==> src/rtl/bpfc_pkg.sv <==
package bpfc_pkg;

  localparam int CODE_W   = 12;
  localparam int MANT_W   = 8;
  localparam int EXP_W    = 4;
  localparam int THR_W    = MANT_W + (1 << EXP_W) - 1;
  localparam int PRIO_NUM = 8;
  localparam int IDX_W    = 8;
  localparam int MAP_W    = PRIO_NUM * IDX_W;

  typedef enum logic [2:0] {
    CFG_MAX  = 3'd0,
    CFG_ON   = 3'd1,
    CFG_OFF  = 3'd2,
    CFG_EN   = 3'd3,
    CFG_MASK = 3'd4,
    CFG_MAP  = 3'd5
  } cfg_kind_e;

  // mantissa in the upper byte, exponent in the low nibble
  function automatic logic [THR_W-1:0] thr_decode(input logic [CODE_W-1:0] code);
    return THR_W'(code[CODE_W-1:EXP_W]) << code[EXP_W-1:0];
  endfunction

  // reset steering: leading priorities share the first pool, the rest step by q
  function automatic logic [MAP_W-1:0] default_map_word(input int port, input int pools,
                                                        input int ports);
    int per;
    int q;
    int head;
    int base;
    int idx;
    logic [MAP_W-1:0] word;
    per = pools / ports;
    if (per < 1) per = 1;
    if (per > PRIO_NUM) per = PRIO_NUM;
    q    = PRIO_NUM / per;
    head = q + (PRIO_NUM % per);
    base = port * per;
    word = '0;
    for (int n = 0; n < PRIO_NUM; n++) begin
      idx = (n < head) ? base : base + (n - head) / q + 1;
      word[n*IDX_W +: IDX_W] = IDX_W'(idx);
    end
    return word;
  endfunction

endpackage

==> src/rtl/bpfc_map.sv <==
module bpfc_map
  import bpfc_pkg::*;
#(
  parameter int NUM_PORTS = 4,
  parameter int NUM_POOLS = 8,
  parameter int PORT_W    = 2
) (
  input  logic              clk,
  input  logic              rst_n,
  input  logic              wr_en,
  input  logic [PORT_W-1:0] wr_port,
  input  logic [MAP_W-1:0]  wr_word,
  input  logic [PORT_W-1:0] rd_port,
  input  logic [2:0]        rd_prio,
  output logic [IDX_W-1:0]  pool_idx
);

  logic [MAP_W-1:0] map_q [NUM_PORTS];

  always_ff @(posedge clk) begin
    if (!rst_n) begin
      for (int p = 0; p < NUM_PORTS; p++)
        map_q[p] <= default_map_word(p, NUM_POOLS, NUM_PORTS);
    end else if (wr_en) begin
      map_q[wr_port] <= wr_word;
    end
  end

  logic [MAP_W-1:0] sel_word;
  assign sel_word = map_q[rd_port];
  assign pool_idx = sel_word[rd_prio*IDX_W +: IDX_W];

  // a steering write lands in the addressed port's word
  assert_map_write_R8: assert property (@(posedge clk) disable iff (!rst_n)
    wr_en |=> map_q[$past(wr_port)] == $past(wr_word));

endmodule

==> src/rtl/bpfc_pool.sv <==
module bpfc_pool
  import bpfc_pkg::*;
#(
  parameter int NUM_PORTS    = 4,
  parameter int OCC_W        = 24,
  parameter int SIZE_W       = 16,
  parameter logic [11:0] RST_MAX_CODE = 12'h334
) (
  input  logic                 clk,
  input  logic                 rst_n,
  input  logic                 cfg_we,
  input  logic [2:0]           cfg_kind,
  input  logic [CODE_W-1:0]    cfg_code,
  input  logic [NUM_PORTS-1:0] cfg_mask,
  input  logic                 ev_hit,
  input  logic                 ev_free,
  input  logic [SIZE_W-1:0]    ev_size,
  output logic                 fits_o,
  output logic                 underflow_o,
  output logic                 pause_o,
  output logic [NUM_PORTS-1:0] port_mask_o
);

  localparam int CMP_W = ((OCC_W > THR_W) ? OCC_W : THR_W) + 1;

  logic [OCC_W-1:0]     occ_q, occ_next;
  logic [CODE_W-1:0]    max_code_q, on_code_q, off_code_q;
  logic                 en_q, fc_q, fc_next;
  logic [NUM_PORTS-1:0] mask_q;

  logic [THR_W-1:0] max_thr, on_thr, off_thr;
  logic [CMP_W-1:0] sum_w;

  assign max_thr = thr_decode(max_code_q);
  assign on_thr  = thr_decode(on_code_q);
  assign off_thr = thr_decode(off_code_q);

  assign sum_w       = CMP_W'(occ_q) + CMP_W'(ev_size);
  assign fits_o      = sum_w <= CMP_W'(max_thr);
  assign underflow_o = ev_hit && ev_free && (CMP_W'(ev_size) > CMP_W'(occ_q));

  always_comb begin
    occ_next = occ_q;
    if (ev_hit && !ev_free && fits_o) occ_next = sum_w[OCC_W-1:0];
    else if (ev_hit && ev_free)       occ_next = underflow_o ? '0 : occ_q - OCC_W'(ev_size);
  end

  // hysteresis on the occupancy being written this edge
  always_comb begin
    fc_next = fc_q;
    if (CMP_W'(occ_next) >= CMP_W'(on_thr))       fc_next = 1'b1;
    else if (CMP_W'(occ_next) <= CMP_W'(off_thr)) fc_next = 1'b0;
  end

  always_ff @(posedge clk) begin
    if (!rst_n) begin
      occ_q      <= '0;
      fc_q       <= 1'b0;
      max_code_q <= RST_MAX_CODE;
      on_code_q  <= '0;
      off_code_q <= '0;
      en_q       <= 1'b0;
      mask_q     <= '0;
    end else begin
      occ_q <= occ_next;
      fc_q  <= fc_next;
      if (cfg_we) begin
        case (cfg_kind)
          CFG_MAX:  max_code_q <= cfg_code;
          CFG_ON:   on_code_q  <= cfg_code;
          CFG_OFF:  off_code_q <= cfg_code;
          CFG_EN:   en_q       <= cfg_code[0];
          CFG_MASK: mask_q     <= cfg_mask;
          default:  ;
        endcase
      end
    end
  end

  assign pause_o     = fc_q && en_q;
  assign port_mask_o = mask_q;

  assert_admit_grows_R2: assert property (@(posedge clk) disable iff (!rst_n)
    (ev_hit && !ev_free && fits_o) |=> occ_q == $past(occ_q) + OCC_W'($past(ev_size)));

  assert_refuse_keeps_occ_R3: assert property (@(posedge clk) disable iff (!rst_n)
    (ev_hit && !ev_free && !fits_o) |=> $stable(occ_q));

  assert_clamp_zero_R4: assert property (@(posedge clk) disable iff (!rst_n)
    underflow_o |=> occ_q == '0);

  assert_on_level_R5: assert property (@(posedge clk) disable iff (!rst_n)
    ($rose(fc_q) && !$past(cfg_we)) |-> CMP_W'(occ_q) >= CMP_W'(on_thr));

  assert_off_level_R6: assert property (@(posedge clk) disable iff (!rst_n)
    ($fell(fc_q) && !$past(cfg_we)) |-> CMP_W'(occ_q) <= CMP_W'(off_thr));

endmodule

==> src/rtl/bpfc_monitor.sv <==
module bpfc_monitor
  import bpfc_pkg::*;
#(
  parameter int NUM_PORTS = 4,
  parameter int NUM_POOLS = 8,
  parameter int OCC_W     = 24,
  parameter int SIZE_W    = 16,
  localparam int PORT_W   = (NUM_PORTS > 1) ? $clog2(NUM_PORTS) : 1
) (
  input  logic                 clk,
  input  logic                 rst_n,
  input  logic                 cfg_we,
  input  logic [2:0]           cfg_kind,
  input  logic [7:0]           cfg_idx,
  input  logic [63:0]          cfg_data,
  input  logic                 ev_valid,
  input  logic                 ev_free,
  input  logic [PORT_W-1:0]    ev_port,
  input  logic [2:0]           ev_prio,
  input  logic [SIZE_W-1:0]    ev_size,
  output logic                 ev_admit,
  output logic                 ev_drop,
  output logic [NUM_PORTS-1:0] pause_req,
  output logic                 underflow_err
);

  logic [IDX_W-1:0]     pool_idx;
  logic                 map_we, route_ok;
  logic [NUM_POOLS-1:0] hit_v, fits_v, uf_v, pause_v, pool_we;
  logic [NUM_PORTS-1:0] mask_a [NUM_POOLS];
  logic                 fits_any;

  assign map_we = cfg_we && (cfg_kind == CFG_MAP) && (cfg_idx < 8'(NUM_PORTS));

  bpfc_map #(.NUM_PORTS(NUM_PORTS), .NUM_POOLS(NUM_POOLS), .PORT_W(PORT_W)) map_i (
    .clk(clk), .rst_n(rst_n), .wr_en(map_we), .wr_port(cfg_idx[PORT_W-1:0]),
    .wr_word(cfg_data), .rd_port(ev_port), .rd_prio(ev_prio), .pool_idx(pool_idx)
  );

  assign route_ok = ev_valid && (32'(ev_port) < NUM_PORTS) && (32'(pool_idx) < NUM_POOLS);

  for (genvar i = 0; i < NUM_POOLS; i++) begin : g_pool
    assign hit_v[i]   = route_ok && (32'(pool_idx) == i);
    assign pool_we[i] = cfg_we && (cfg_kind != CFG_MAP) && (32'(cfg_idx) == i);
    bpfc_pool #(.NUM_PORTS(NUM_PORTS), .OCC_W(OCC_W), .SIZE_W(SIZE_W)) pool_i (
      .clk(clk), .rst_n(rst_n), .cfg_we(pool_we[i]), .cfg_kind(cfg_kind),
      .cfg_code(cfg_data[CODE_W-1:0]), .cfg_mask(cfg_data[NUM_PORTS-1:0]),
      .ev_hit(hit_v[i]), .ev_free(ev_free), .ev_size(ev_size),
      .fits_o(fits_v[i]), .underflow_o(uf_v[i]), .pause_o(pause_v[i]),
      .port_mask_o(mask_a[i])
    );
  end

  assign fits_any = |(hit_v & fits_v);

  always_ff @(posedge clk) begin
    if (!rst_n) begin
      ev_admit      <= 1'b0;
      ev_drop       <= 1'b0;
      underflow_err <= 1'b0;
    end else begin
      ev_admit      <= ev_valid && !ev_free && fits_any;
      ev_drop       <= ev_valid && !ev_free && !fits_any;
      underflow_err <= underflow_err || (|uf_v);
    end
  end

  always_comb begin
    pause_req = '0;
    for (int p = 0; p < NUM_PORTS; p++)
      for (int i = 0; i < NUM_POOLS; i++)
        pause_req[p] = pause_req[p] | (pause_v[i] & mask_a[i][p]);
  end

  assert_verdict_onehot_R12: assert property (@(posedge clk) disable iff (!rst_n)
    $onehot0({ev_admit, ev_drop}));

  assert_free_no_verdict_R12: assert property (@(posedge clk) disable iff (!rst_n)
    (ev_valid && ev_free) |=> !ev_admit && !ev_drop);

  assert_err_sticky_R4: assert property (@(posedge clk) disable iff (!rst_n)
    underflow_err |=> underflow_err);

  assert_bad_route_drops_R8: assert property (@(posedge clk) disable iff (!rst_n)
    (ev_valid && !ev_free && !route_ok) |=> ev_drop);

endmodule

==> config.mk <==
export PLATFORM = sky130hd
export DESIGN_NAME = bpfc_monitor
export DESIGN_NICKNAME = d
export VERILOG_FILES = /design/src/rtl/bpfc_pkg.sv /design/src/rtl/bpfc_map.sv /design/src/rtl/bpfc_pool.sv /design/src/rtl/bpfc_monitor.sv
export SDC_FILE = /design/constraint.sdc
export NUM_CORES = 2
export LEC_CHECK = 0
export CORE_MARGIN = 2
export CORE_UTILIZATION = 60
export CTS_BUF_LIST = sky130_fd_sc_hd__clkbuf_4 sky130_fd_sc_hd__clkbuf_8
export DETAILED_ROUTE_END_ITERATION = 8
export GPL_TIMING_DRIVEN = 0
export PLACE_DENSITY = 0.84
export SLEW_MARGIN = 30
export SYNTH_ARGS = -nofsm -noshare
export SYNTH_HDL_FRONTEND = slang
export SYNTH_SLANG_ARGS = --single-unit
==> constraint.sdc <==
create_clock -name clk -period 10.67 [get_ports clk]
set_clock_uncertainty 0.05 [all_clocks]
set_input_delay 1.6005 -clock clk [delete_from_list [all_inputs] [get_ports clk]]
set_output_delay 1.6005 -clock clk [all_outputs]
set_load 0.05 [all_outputs]
======== Word level (Yosys, flattened, before mapping) ========
Memories as Yosys holds them, arrays and structs flattened.
Index checks and enable logic that the tools add are counted.
word-level totals
  register bits after elaboration ......... 531
  bits in latches ......................... 0
  RAM bits ................................ 256
  memory bits (read-only) ................. 0
  bits of input ports ..................... 101
  memories kept ........................... 1
cells by class
  add/subtract/negate cells ............... 16
  $mul .................................... 0
  div/mod/pow operators ................... 0
  order comparisons ....................... 34
  equal/unequal tests ..................... 20
  shifts and indexed selects .............. 25
  mux-type cells .......................... 47
  bitwise operators ....................... 61
  reductions and logical operators ........ 120
memories
  memory       words  width  read ports  clocked after memory_dff  write ports  RTL line        text
  map_i.map_q  4      64     1           0                         4            bpfc_map.sv:18  logic [MAP_W-1:0] map_q [NUM_PORTS];
operators by type and width
  cell                  number
  $mux W24              24
  $shl A8 B4 Y23        24
  $add A24 B16 Y25      8
  $le A25 B23 Y1        8
  $ge A24 B23 Y1        8
  $gt A16 B24 Y1        8
  $le A24 B23 Y1        8
  $sub A24 B16 Y24      8
  $reduce_and A2 Y1     40
  $eq A8 B3 Y1 const B  8
  $mux W64              1
  $reduce_or A64 Y1     1
  $shiftx A64 B7 Y8     1
  $logic_and A1 B1 Y1   63
  $and A1 B1 Y1         32
  $eq A8 B2 Y1 const B  4
  $or A1 B1 Y1          28
  $mux W1               21
  $eq A8 B1 Y1 const B  2
  $logic_not A8 Y1      2
  $reduce_bool A2 Y1    8
  $reduce_or A8 Y1      2
  $and A8 B8 Y8         1
  $lt A8 B3 Y1 const B  1
  9 further kinds       12

======== Logic depth before layout (Yosys ltp) ========
An unclocked memory read counts as a cell.
  word-level depth ........................ 13
  depth in mapped cells ................... 38

======== Hierarchy ========
A second synthesis with hierarchy kept.
second synthesis, totals
  cell total of the unflattened synthesis .. 8776
  area total of the unflattened synthesis .. 72669.7 µm²
by module, submodules not included
  module                             instances  cells each  area an instance (µm²)  seq. area each (µm²)
  bpfc_pool at g_pool[0].pool_i ...  3          1000        7624.8                  1321.3
  bpfc_map                           1          661         11458.5                 7687.4
  bpfc_pool at g_pool[5].pool_i      1          1019        7628.6                  1321.3
  bpfc_pool at g_pool[2].pool_i      1          1013        7581.0                  1321.3
  bpfc_pool at g_pool[1].pool_i      1          996         7549.7                  1321.3
  bpfc_pool at g_pool[7].pool_i      1          1023        7541.0                  1321.3
  bpfc_pool at g_pool[6].pool_i      1          989         7514.7                  1321.3
  bpfc_monitor                       1          75          521.8                   60.1

======== Least setup slack after synthesis ========
OpenSTA, ideal clock, no wires.
  kind .................................... input -> register
  start point ............................. input port cfg_kind[1]
  end point ............................... memory map_i.map_q[3][0] in the netlist's numbering (enable)
  arrival time ............................ 8.579 ns
  path slack .............................. 1.379 ns
  stages on the path ...................... 3
  path buffers ............................ 1
  path through ............................ clkbuf_1 nand3b_1 o41ai_1
RTL lines
  what             RTL line            text
  start, declared  bpfc_monitor.sv:13  input logic [2:0] cfg_kind,
  end, declared    bpfc_map.sv:18

======== Worst setup path in the final report ========
  start point ............................. input port ev_size[7]
  end point ............................... register g_pool[1].pool_i.fc_q
between the ends
  cells in the longest elaborated chain, start to end .. 7
ends and longest elaborated chain
  what                                                      RTL line                          text
  start, declared                                           bpfc_monitor.sv:20                input logic [SIZE_W-1:0] ev_size,
  branches (longest 4 deep; another with $add A24 B16 Y25)  --
  $mux W24 (*)                                              bpfc_pool.sv:44                   if (ev_hit && !ev_free && fits_o) occ_next = sum_w[OCC_W-1:0];
  $ge A24 B23 Y1 / $le A24 B23 Y1 (equally long branches)   bpfc_pool.sv:51, bpfc_pool.sv:52
  $mux W1 / $reduce_bool A2 Y1 (equally long branches)      --
  end signal, assigned                                      bpfc_pool.sv:66                   fc_q <= fc_next;
  end, declared                                             bpfc_pool.sv:28                   logic en_q, fc_q, fc_next;
Every way passes the cells marked *.
A chain may end at the register's enable or synchronous reset.

==> metrics.md <==
| Metric | Value |
|---|---|
| Reg2reg path depth | 35 |
| Syn avg cell area | 7.99 sq um |
| CTS tree | built |
| Largest net degree at the start of global routing | 48 |
| Synth unique cells | around 110 |
| Post-CTS Setup Inserts | 0 |
| Initial drt markers | around 9000 |
| Placed insts | around 10000 |
| Hpwl dp | 210000 um |
| Max VDD drop | about 160 uV |
| Bufs on Longest Clock Path | 3 |
| Design area | ~78000 sq um |
| Crit path largest cell delay | 0.83 ns |
| Synth area leaders | dfxtp_1 15%, ha_1 14%, edfxtp_1 11% |
| Max-slew violations | 0 |
| WP data required | 11.39 ns |
| WL final | between 200000 and 300000 um |
| CORE AREA | between 100000 and 150000 sq um |
| Worst skew pair latency | about 0.94 ns |
| Hold Slack | slightly above 0.4 ns |
| Hold Crit Class | flop to flop |
| First-pass GRT wire length | 405000 um |
| H-tree levels | 4 |
| Gpl congestion | between 1 and 1.5 |
| RSZ-0062 raised after global routing | no |
| Final worst slack | about 0.36 ns |
| CP max-delay cell | a211oi_1 |
| I/O Pins | 108 |
| Total Power | between 7 and 8 mW |
| MaxCap Viol Count | 0 |
| Async SR Flop Fraction | 0% |
| DR vias | about 71000 |
| Clk Tree Root Cell | clkbuf_8 |
| Initial Util | roughly 60% |
| Final worst path period share | a little over nine tenths |
| Chip height | between 300 and 400 um |
| Wirelength per Cell | 25.4 um |
| Antenna-violating nets left | 0 |
| Worst Tran Pin Value | 1.14 ns |
| Count of flip-flops with a built-in enable after synthesis | ~260 |
| Cell count after synthesis | 8824 |
| Peak Freq | around 97 MHz |
| IO Port Bufs | 89 |
| Final min period | roughly 10 ns |
| Vias in the first global route | approximately 66000 |
| CTS Buf Count | 144 |
| P&R area growth vs syn | 10.4% |
| Register area share after synthesis | 26.0% |
| Share of layout cells above drive strength 1 | roughly 8.7% |
| Primary FF master, synth | dfxtp_1 |
| Leakage | ~30 nW |
| Worst slack, placed | -0.435 ns |
| Die area | about 120000 sq um |
| Crit Path Max Fanout | 10 |
| Placement Rows | ~130 |
| DRC viols | 0 |
| Synth Register Bits | between 700 and 800 |
| Fin cells | between 10000 and 15000 |
| Antenna violations before repair | 18 |
| Remaining Overflow, GRT | 0 |
| Syn nets | 9734 |
| Vias per cell | 6.62 |
| First-pass detailed-route iteration total | 9 |
| Hold Violations, Final | 0 |
| Final setup violation count | 0 |
| Most common cell after layout, fill and taps aside | nand2_1 |
| CP Launch Type | input pin |
| Most frequent cells in the layout | 1116 x nand2_1, 905 x nor2_1, 793 x ha_1 |
| Clock transition at path regs | 0.06 ns |
| Pwr dens | about 100 nW/um^2 |
| Synth warnings | 0 |
| Dpl cell area | around 74000 sq um |
| WP data arrival | 11.03 ns |
| Die W | ~350 um |
| CP Class | input pin to flop |
| Max-slew headroom at the worst pin | 24.0% |
| Post-Syn Area | approximately 70000 sq um |
| Status | completed |
| Synth top area share | 15.1% |
| Cell taking the most area after synthesis | dfxtp_1 |
| GR Util All Layers | 44.1% |
| CP Capture Type | flop |
| CTS Sinks | between 700 and 800 |
| WHS Path Cells | 2 |
| Layout net count | 10000 |
sequential cells by signal, summed over array words and instances (netlist names):
signal and cells:
ev_admit 1, ev_drop 1, g_pool.pool_i.en_q 8, g_pool.pool_i.fc_q 8
g_pool.pool_i.max_code_q 96, g_pool.pool_i.occ_q 192, g_pool.pool_i.off_code_q 96, g_pool.pool_i.on_code_q 96
g_pool.pool_i.port_mask_o 32, map_i.map_q 256, underflow_err 1
path summary, 6_finish.rpt:
kind	from	endpoint	slack [ns]
setup / recovery	ev_size[7]	g_pool[1].pool_i.fc_q$_SDFFE_PN0P_	0.36
hold / removal	g_pool[1].pool_i.port_mask_o[3]$_SDFFE_PN0P_	g_pool[1].pool_i.port_mask_o[3]$_SDFFE_PN0P_	0.41
hold reg to reg	g_pool[1].pool_i.port_mask_o[3]$_SDFFE_PN0P_	g_pool[1].pool_i.port_mask_o[3]$_SDFFE_PN0P_	0.41
setup reg to reg	g_pool[3].pool_i.occ_q[0]$_SDFF_PN0_	g_pool[3].pool_i.fc_q$_SDFFE_PN0P_	1.84
power by group:
part	internal [mW]	leakage (nW)	switching [mW]	total [mW]
Sequential	3.16	6.74	0.0571	3.21
Clock	1.81	1.70	1.53	3.34
Combinational	0.459	22.1	0.892	1.35
critical path, delay by kind of cell:
family                     cells  cell delay (ns)
AOI/OAI and AO/OA             17             3.82
buffers and inverters          5             2.41
and+or+nand+nor                9             1.79
adders and majority gates      3             1.12
xor gates and xnor gates       1             0.24
cells by family after synthesis:
family / count (synthesis) / share of synthesized area, %
XOR/XNOR: 255 / 3.21
flip-flops: 787 / 26.0
multiplexers: 540 / 8.94
AO/OA/AOI/OAI: 2050 / 19.0
adder cells (fa/ha/maj): 809 / 14.5
buffers and inverters: 863 / 4.70
AND/OR/NAND/NOR: 3520 / 23.7
what timing repair did:
action,in CTS,in global routing
setup endpoints to repair,0,4
gates resized for setup,0,9
hold buffers,0,0
metal layers:
layer  global-route usage, %  routed length, um  up-vias
li1                        -                  -    32500
met1                    56.2             105000    33400
met2                    64.7             114000     4446
met3                    11.4              33200      985
met4                    31.8              21800       16
met5                       0                109        -
final cells by class:
class / instances / area, sq um
inverters: 323 / 1220
flip-flops and latches: 787 / 18300
clock inverters: 62 / 659
plain buffers: 539 / 2160
fillers: 9661 / 38600
well taps: 1524 / 1910
repair buffers: 149 / 1880
clock buffers: 205 / 2560
diodes: 20 / 50.0
multi-input cells: 7174 / 49000
metrics by stage:
step	utilization (%)	setup TNS, ns
5_1_grt	66.8	0
4_1_cts	66.8	0
6_report	66.8	0
2_1_floorplan	-	0
3_5_place_dp	64.0	-1.36
3_3_place_gp	63.0	-250.73
synth_stat cells (33+ instances only):
cell      number
nand2_1     1120
nor2_1       906
ha_1         793
a21oi_1      657
dfxtp_1      531
clkbuf_1     461
mux2i_1      346
o21ai_0      338
inv_1        321
nand3_1      258
edfxtp_1     256
nor3_1       193
xnor2_1      191
and2_1       149
nor2b_1      146
nand2b_1     140
mux2_2       136
a21o_1       132
a22oi_1      118
and3_1       104
nand4_1      104
a211oi_1     103
or2_2        102
o21a_1        91
a31oi_1       78
nor4_1        76
or3_1         73
o211ai_1      69
xor2_1        62
mux4_2        58
o21bai_1      44
o31ai_1       44
buf_1         41
or4_1         36
a221oi_1      33
(Power assumes the default switching activity.)
